`config.mk`:
```
export PLATFORM = sky130hd
export DESIGN_NAME = insn_byte_aligner
export DESIGN_NICKNAME = d
export VERILOG_FILES = /design/src/rtl/insn_byte_aligner.sv
export SDC_FILE = /design/constraint.sdc
export NUM_CORES = 1
export LEC_CHECK = 0
export ABC_CLOCK_PERIOD_IN_PS = 4000
export BUFFER_PORTS_ARGS = -buffer_cell sky130_fd_sc_hd__clkbuf_2
export CELL_PAD_IN_SITES_DETAIL_PLACEMENT = 0
export CELL_PAD_IN_SITES_GLOBAL_PLACEMENT = 1
export CORE_MARGIN = 2
export CORE_UTILIZATION = 44
export CTS_CLUSTER_SIZE = 30
export DETAILED_ROUTE_END_ITERATION = 8
export GPL_TIMING_DRIVEN = 0
export PLACE_DENSITY = 0.88
export SETUP_SLACK_MARGIN = 0.4
export SLEW_MARGIN = 20
export SYNTH_ARGS = -nofsm -noshare
export SYNTH_HDL_FRONTEND = slang
export SYNTH_SLANG_ARGS = --single-unit
```
`constraint.sdc`:
```
create_clock -name clk -period 4 [get_ports clk]
set_input_delay 0.4 -clock clk [delete_from_list [all_inputs] [get_ports clk]]
set_output_delay 0.4 -clock clk [all_outputs]
set_load 0.05 [all_outputs]
```
`src/rtl/insn_byte_aligner.sv`:
```
module insn_byte_aligner #(
  parameter int NDUAL = 4,
  parameter logic [8*NDUAL-1:0] DUAL_OPS = 32'hF2F3F8FA
) (
  input  logic        clk,
  input  logic        rst_n,
  input  logic        flush,
  input  logic        in_valid,
  output logic        in_ready,
  input  logic [7:0]  in_byte,
  output logic        out_valid,
  input  logic        out_ready,
  output logic [7:0]  op_o,
  output logic [2:0]  fmt_o,
  output logic [2:0]  len_o,
  output logic [3:0]  ra_o,
  output logic [3:0]  rb_o,
  output logic [7:0]  imm_o,
  output logic [7:0]  len8_o,
  output logic [3:0]  lhi_o,
  output logic [3:0]  llo_o,
  output logic [3:0]  base1_o,
  output logic [11:0] disp1_o,
  output logic [3:0]  base2_o,
  output logic [11:0] disp2_o
);

  localparam int MAXB = 6;
  localparam logic [2:0] F_RR  = 3'd0;
  localparam logic [2:0] F_RX  = 3'd1;
  localparam logic [2:0] F_RS  = 3'd2;
  localparam logic [2:0] F_SI  = 3'd3;
  localparam logic [2:0] F_SSL = 3'd4;
  localparam logic [2:0] F_SSD = 3'd5;

  logic [7:0] cur [MAXB];
  logic [7:0] ob  [MAXB];
  logic [2:0] cnt, need, ofmt, fmt_cur;
  logic       ov, dual, take_in, last;

  function automatic logic [2:0] len_of(input logic [7:0] op);
    case (op[7:6])
      2'b00:   return 3'd2;
      2'b11:   return 3'd6;
      default: return 3'd4;
    endcase
  endfunction

  always_comb begin
    dual = 1'b0;
    for (int i = 0; i < NDUAL; i++)
      if (cur[0] == DUAL_OPS[8*i +: 8]) dual = 1'b1;
  end

  always_comb begin
    case (cur[0][7:6])
      2'b00:   fmt_cur = F_RR;
      2'b01:   fmt_cur = F_RX;
      2'b10:   fmt_cur = cur[0][5] ? F_SI : F_RS;
      default: fmt_cur = dual ? F_SSD : F_SSL;
    endcase
  end

  assign in_ready = !flush && (!ov || out_ready);
  assign take_in  = in_valid && in_ready;
  assign last     = take_in && (cnt != 3'd0) && (cnt + 3'd1 == need);

  always_ff @(posedge clk) begin
    if (!rst_n) begin
      cnt  <= '0;
      need <= '0;
      ov   <= 1'b0;
      ofmt <= F_RR;
      for (int k = 0; k < MAXB; k++) begin
        cur[k] <= '0;
        ob[k]  <= '0;
      end
    end else if (flush) begin
      cnt <= '0;
      ov  <= 1'b0;
    end else begin
      if (ov && out_ready) ov <= 1'b0;
      if (take_in) begin
        for (int k = 0; k < MAXB; k++)
          if (cnt == 3'(k)) cur[k] <= in_byte;
        if (cnt == 3'd0) begin
          need <= len_of(in_byte);
          cnt  <= 3'd1;
        end else if (last) begin
          cnt  <= '0;
          ov   <= 1'b1;
          ofmt <= fmt_cur;
          for (int k = 0; k < MAXB; k++)
            ob[k] <= (3'(k) < cnt) ? cur[k] : ((3'(k) == cnt) ? in_byte : 8'h00);
        end else begin
          cnt <= cnt + 3'd1;
        end
      end
    end
  end

  wire reg_fmt = (ofmt == F_RR) || (ofmt == F_RX) || (ofmt == F_RS);
  wire ss_fmt  = (ofmt == F_SSL) || (ofmt == F_SSD);

  assign out_valid = ov;
  assign op_o    = ob[0];
  assign fmt_o   = ofmt;
  assign len_o   = (ofmt == F_RR) ? 3'd2 : (ss_fmt ? 3'd6 : 3'd4);
  assign ra_o    = reg_fmt ? ob[1][7:4] : 4'h0;
  assign rb_o    = reg_fmt ? ob[1][3:0] : 4'h0;
  assign imm_o   = (ofmt == F_SI)  ? ob[1] : 8'h00;
  assign len8_o  = (ofmt == F_SSL) ? ob[1] : 8'h00;
  assign lhi_o   = (ofmt == F_SSD) ? ob[1][7:4] : 4'h0;
  assign llo_o   = (ofmt == F_SSD) ? ob[1][3:0] : 4'h0;
  assign base1_o = (ofmt != F_RR) ? ob[2][7:4] : 4'h0;
  assign disp1_o = (ofmt != F_RR) ? {ob[2][3:0], ob[3]} : 12'h000;
  assign base2_o = ss_fmt ? ob[4][7:4] : 4'h0;
  assign disp2_o = ss_fmt ? {ob[4][3:0], ob[5]} : 12'h000;


  len_match_chk: assert property (@(posedge clk) disable iff (!rst_n)
    out_valid |-> ((len_o == 3'd2) == (op_o[7:6] == 2'b00)) &&
                  ((len_o == 3'd6) == (op_o[7:6] == 2'b11)));


  cnt_range_chk: assert property (@(posedge clk) disable iff (!rst_n)
    (cnt == 3'd0) || (cnt < need));


  hold_rec_chk: assert property (@(posedge clk) disable iff (!rst_n)
    (out_valid && !out_ready && !flush) |=>
      (out_valid && $stable(op_o) && $stable(disp1_o) && $stable(disp2_o) && $stable(ra_o)));


  stall_in_chk: assert property (@(posedge clk) disable iff (!rst_n)
    (out_valid && !out_ready) |-> !in_ready);


  prompt_rec_chk: assert property (@(posedge clk) disable iff (!rst_n)
    last |=> out_valid);


  flush_clear_chk: assert property (@(posedge clk) disable iff (!rst_n)
    flush |=> (!out_valid && cnt == 3'd0));

endmodule

```
==> reports/qor.csv <==
stage;metric;value;unit
setup_path;r2r-start;cnt[0];
grt;use_met3;0.0297;
setup_path;r2r_slack;1.06;ns
setup_path;crit_arrival;2.98;ns
die;io-pin-count;93;
clock_network;clk_latency;0.35;ns
placed_design;portBuffers;85;
clock_network;cts_max_level;3;
power_and_ir_drop;p_comb_frac;0.062;
final_layout;final_common_cell;edfxtp_1;
sta;period_minus_slack;2.94;ns
sta;tightest_slew;0.993;ns
synth;ys_seq_elements;105;
power_and_ir_drop;peakVddDrop;0.000252;V
clock_network;cts_resized;0;
synth;synthSimpleGateAreaFrac;0.272;
synth;synth.avg_cell_area;10.7;µm²
detailed_routing;vias_per_cell;5.29;
grt;grt_overflow;0;
clock_network;cts_tree;yes;
detailed_routing;drtPass1Iterations;5;
synth;syn_nets;501;
sta;hold_viol;0;
synth;synth_warnings;0;
grt;antenna_found_initial;0;
setup_path;crit_end;ob[2][0];
setup_path;end_kind;flip-flop;
synth;syn_inst;484;
setup_path;cp-startpoint;cnt[0];
sta;finalMaxSlewViolations;0;
sta;setup_tns;0;ns
grt;grt_pass1_wl;18.2;mm
sta;setup_violations;0;
detailed_routing;drtAntennaViolNets;0;
clock_network;cts.sinks;105;
final_layout;layout_common_cells;96 x edfxtp_1, 85 x clkbuf_2, 72 x and2_1, 64 x nor2_1, 34 x a21oi_1;
synth;synth_adder_area_share;0.00965;
setup_path;reg2reg_depth;8;
die;core;0.0115;mm²
clock_network;holdBufCountCts;0;
clock_network;numCtsBuffers;9;
setup_path;cp_max_fo;30;
power_and_ir_drop;intPower;1840;µW
die;dieArea;0.0127;mm²
die;initial_core_util;0.452;
placed_design;gp_congestion;0.907;
worst_hold_path;hold_depth;3;
setup_path;cp-start-kind;flip-flop;
synth;netlist_area;0.00518;mm²
clock_network;root_buffer;clkbuf_16;
clock_network;ctsLongestPathBuffers;2;
grt;grt_max_degree;31;
setup_path;critPathKind;flip-flop to flip-flop;
detailed_routing;drt_iter0_drc;248;
final_layout;num_antenna_cells;0;
detailed_routing;wl_per_cell;15.8;µm
die;rows;39;
grt;busiest_layer;met2;
synth;synth_top_family_by_area;simple AND/OR/NAND/NOR gates;
clock_network;postCtsSetupBuffers;0;
run;max_cap_violations;0;
final_layout;syn2layout_area_growth;18.5;%
synth;synth-compound-area-share;0.0772;
run_status;run_status;complete, no violations;
sta;fmax;341;MHz
synth;muxShareOfSynthArea;0.00797;
sta;hold_ws;0.463;ns
grt;grt_pass1_vias;3552;
detailed_routing;wl;11.5;mm
sta;rsz0062_at_grt;false;
die;die_y;113;µm
power_and_ir_drop;p_sw_frac;0.214;
clock_network;clkTransAtPathRegs;0.07;ns
power_and_ir_drop;clockPowerShare;0.404;
placed_design;hpwlAfterDp;8.36;mm
sta;slew_headroom;0.331;
power_and_ir_drop;power_switching;499;µW
worst_hold_path;hold_class;input pin to flip-flop;
setup_path;worstPathRequired;4.04;ns
grt;grt_use_total;0.183;
power_and_ir_drop;seqPwrFrac;0.534;
power_and_ir_drop;powerDensity;380;mW/mm²
detailed_routing;drc_errors;0;
synth;yosys.area_share.xor_xnor;0.00603;
power_and_ir_drop;leakage;0.00244;µW
sta;period_share;0.734;
synth;yosysSeqAreaShare;0.591;
die;chipWidth;113;µm
setup_path;timing.rr.end;ob[2][0];
synth;ys_types;45;
final_layout;nets;598;
detailed_routing;dr_total_vias;3858;
sta;fin_skew;0.00857;ns
final_layout;drive_gt1_frac;0.222;
grt;gr-usage-met2;0.295;
grt;use_met1;0.255;
-- worst max-delay path, cell delays in order, from the launching register on --
cell and delay [ns]:
dfxtp_1 0.45, buf_2 0.24, inv_1 0.13, ha_1 0.34, xnor2_1 0.24, and3_4 0.27
nand3_2 0.21, nand2_2 0.48, buf_12 0.26
-- routing by layer --
layer | vias to the layer above | routed length (µm)
li1 | 1882 | -
met1 | 1834 | 5180
met2 | 128 | 5500
met3 | 14 | 654
met4 | 0 | 162
met5 | - | 0
-- per-stage QoR --
step	instance area (µm²)	utilization	total power (µW)	cells	setup slack, ns
floorplan	5180	-	1370	484	0.946
global placement	5790	0.505	1410	712	0.320
detailed placement	5810	0.507	1410	713	1.08
CTS	6130	0.535	2350	729	1.08
global route	6140	0.536	2400	729	0.926
finish	6140	0.536	2340	729	1.06
-- logic make-up (layout without fill, tap and decap cells) --
kind of cell / after synthesis / after routing
xor+xnor: 2 / 2
compound gates: 66 / 66
other cells: 1 / 1
fa+ha+maj: 4 / 4
flops: 105 / 105
buf+inv: 41 / 143
simple gates: 261 / 261
mux: 4 / 4
-- cells in the mapped netlist, drive strengths merged --
library cell | count | share of area
o21ai | 4 | 0.0039
nor2b | 23 | 0.028
or3 | 1 | 0.0012
nor3b | 1 | 0.0014
and2b | 3 | 0.0043
a31oi | 9 | 0.011
xnor2 | 1 | 0.0017
dfxtp | 9 | 0.035
buf | 16 | 0.018
nor2 | 71 | 0.055
nand2b | 5 | 0.0060
ha | 4 | 0.0097
mux2 | 1 | 0.0022
clkbuf | 17 | 0.012
a211oi | 1 | 0.0014
nand3b | 1 | 0.0014
or2 | 2 | 0.0024
and2 | 72 | 0.087
nor4 | 4 | 0.0048
edfxtp | 96 | 0.56
and3 | 17 | 0.021
xnor3 | 1 | 0.0043
o211a | 2 | 0.0039
nand4 | 5 | 0.010
mux2i | 3 | 0.0058
nand2 | 30 | 0.022
a22oi | 8 | 0.012
nor3 | 13 | 0.013
conb | 1 | 0.00072
a21oi | 38 | 0.040
o211ai | 1 | 0.0014
inv | 8 | 0.0058
a2111oi | 1 | 0.0017
nand3 | 13 | 0.014
o31ai | 2 | 0.0029
-- how the worst min path moves through the flow --
stage / from / end / slack [ns]
floorplan: need[2] / need[2] / 0.47
global placement: need[2] / need[2] / 0.50
detailed placement: need[2] / need[2] / 0.51
CTS: flush / cnt[2] / 0.45
global route: flush / cnt[2] / 0.48
finish: flush / cnt[2] / 0.46
-- registers in the layout, summed over array words and instances, names as in the netlist --
signal / flops
cnt: 3
cur: 48
need: 2
ob: 48
fmt_o: 3
out_valid: 1
-- power groups by stage --
stage	Combinational, µW	Clock (µW)	Sequential [µW]
global placement	137	0	1270
floorplan	90.8	0	1280
CTS	144	955	1250
global route	156	997	1250
finish	145	944	1250
detailed placement	143	0	1270
-- final cells by class --
type	instances	area, µm²
Buffer	33	156
Multi-Input combinational cell	338	1950
Timing Repair Buffer	86	445
Clock buffer	12	246
Inverter	8	30.0
Clock inverter	4	76.3
Tap cell	143	179
Fill cell	994	5320
Sequential cell	105	3060
No activity file was read; power rests on OpenSTA's default activity.
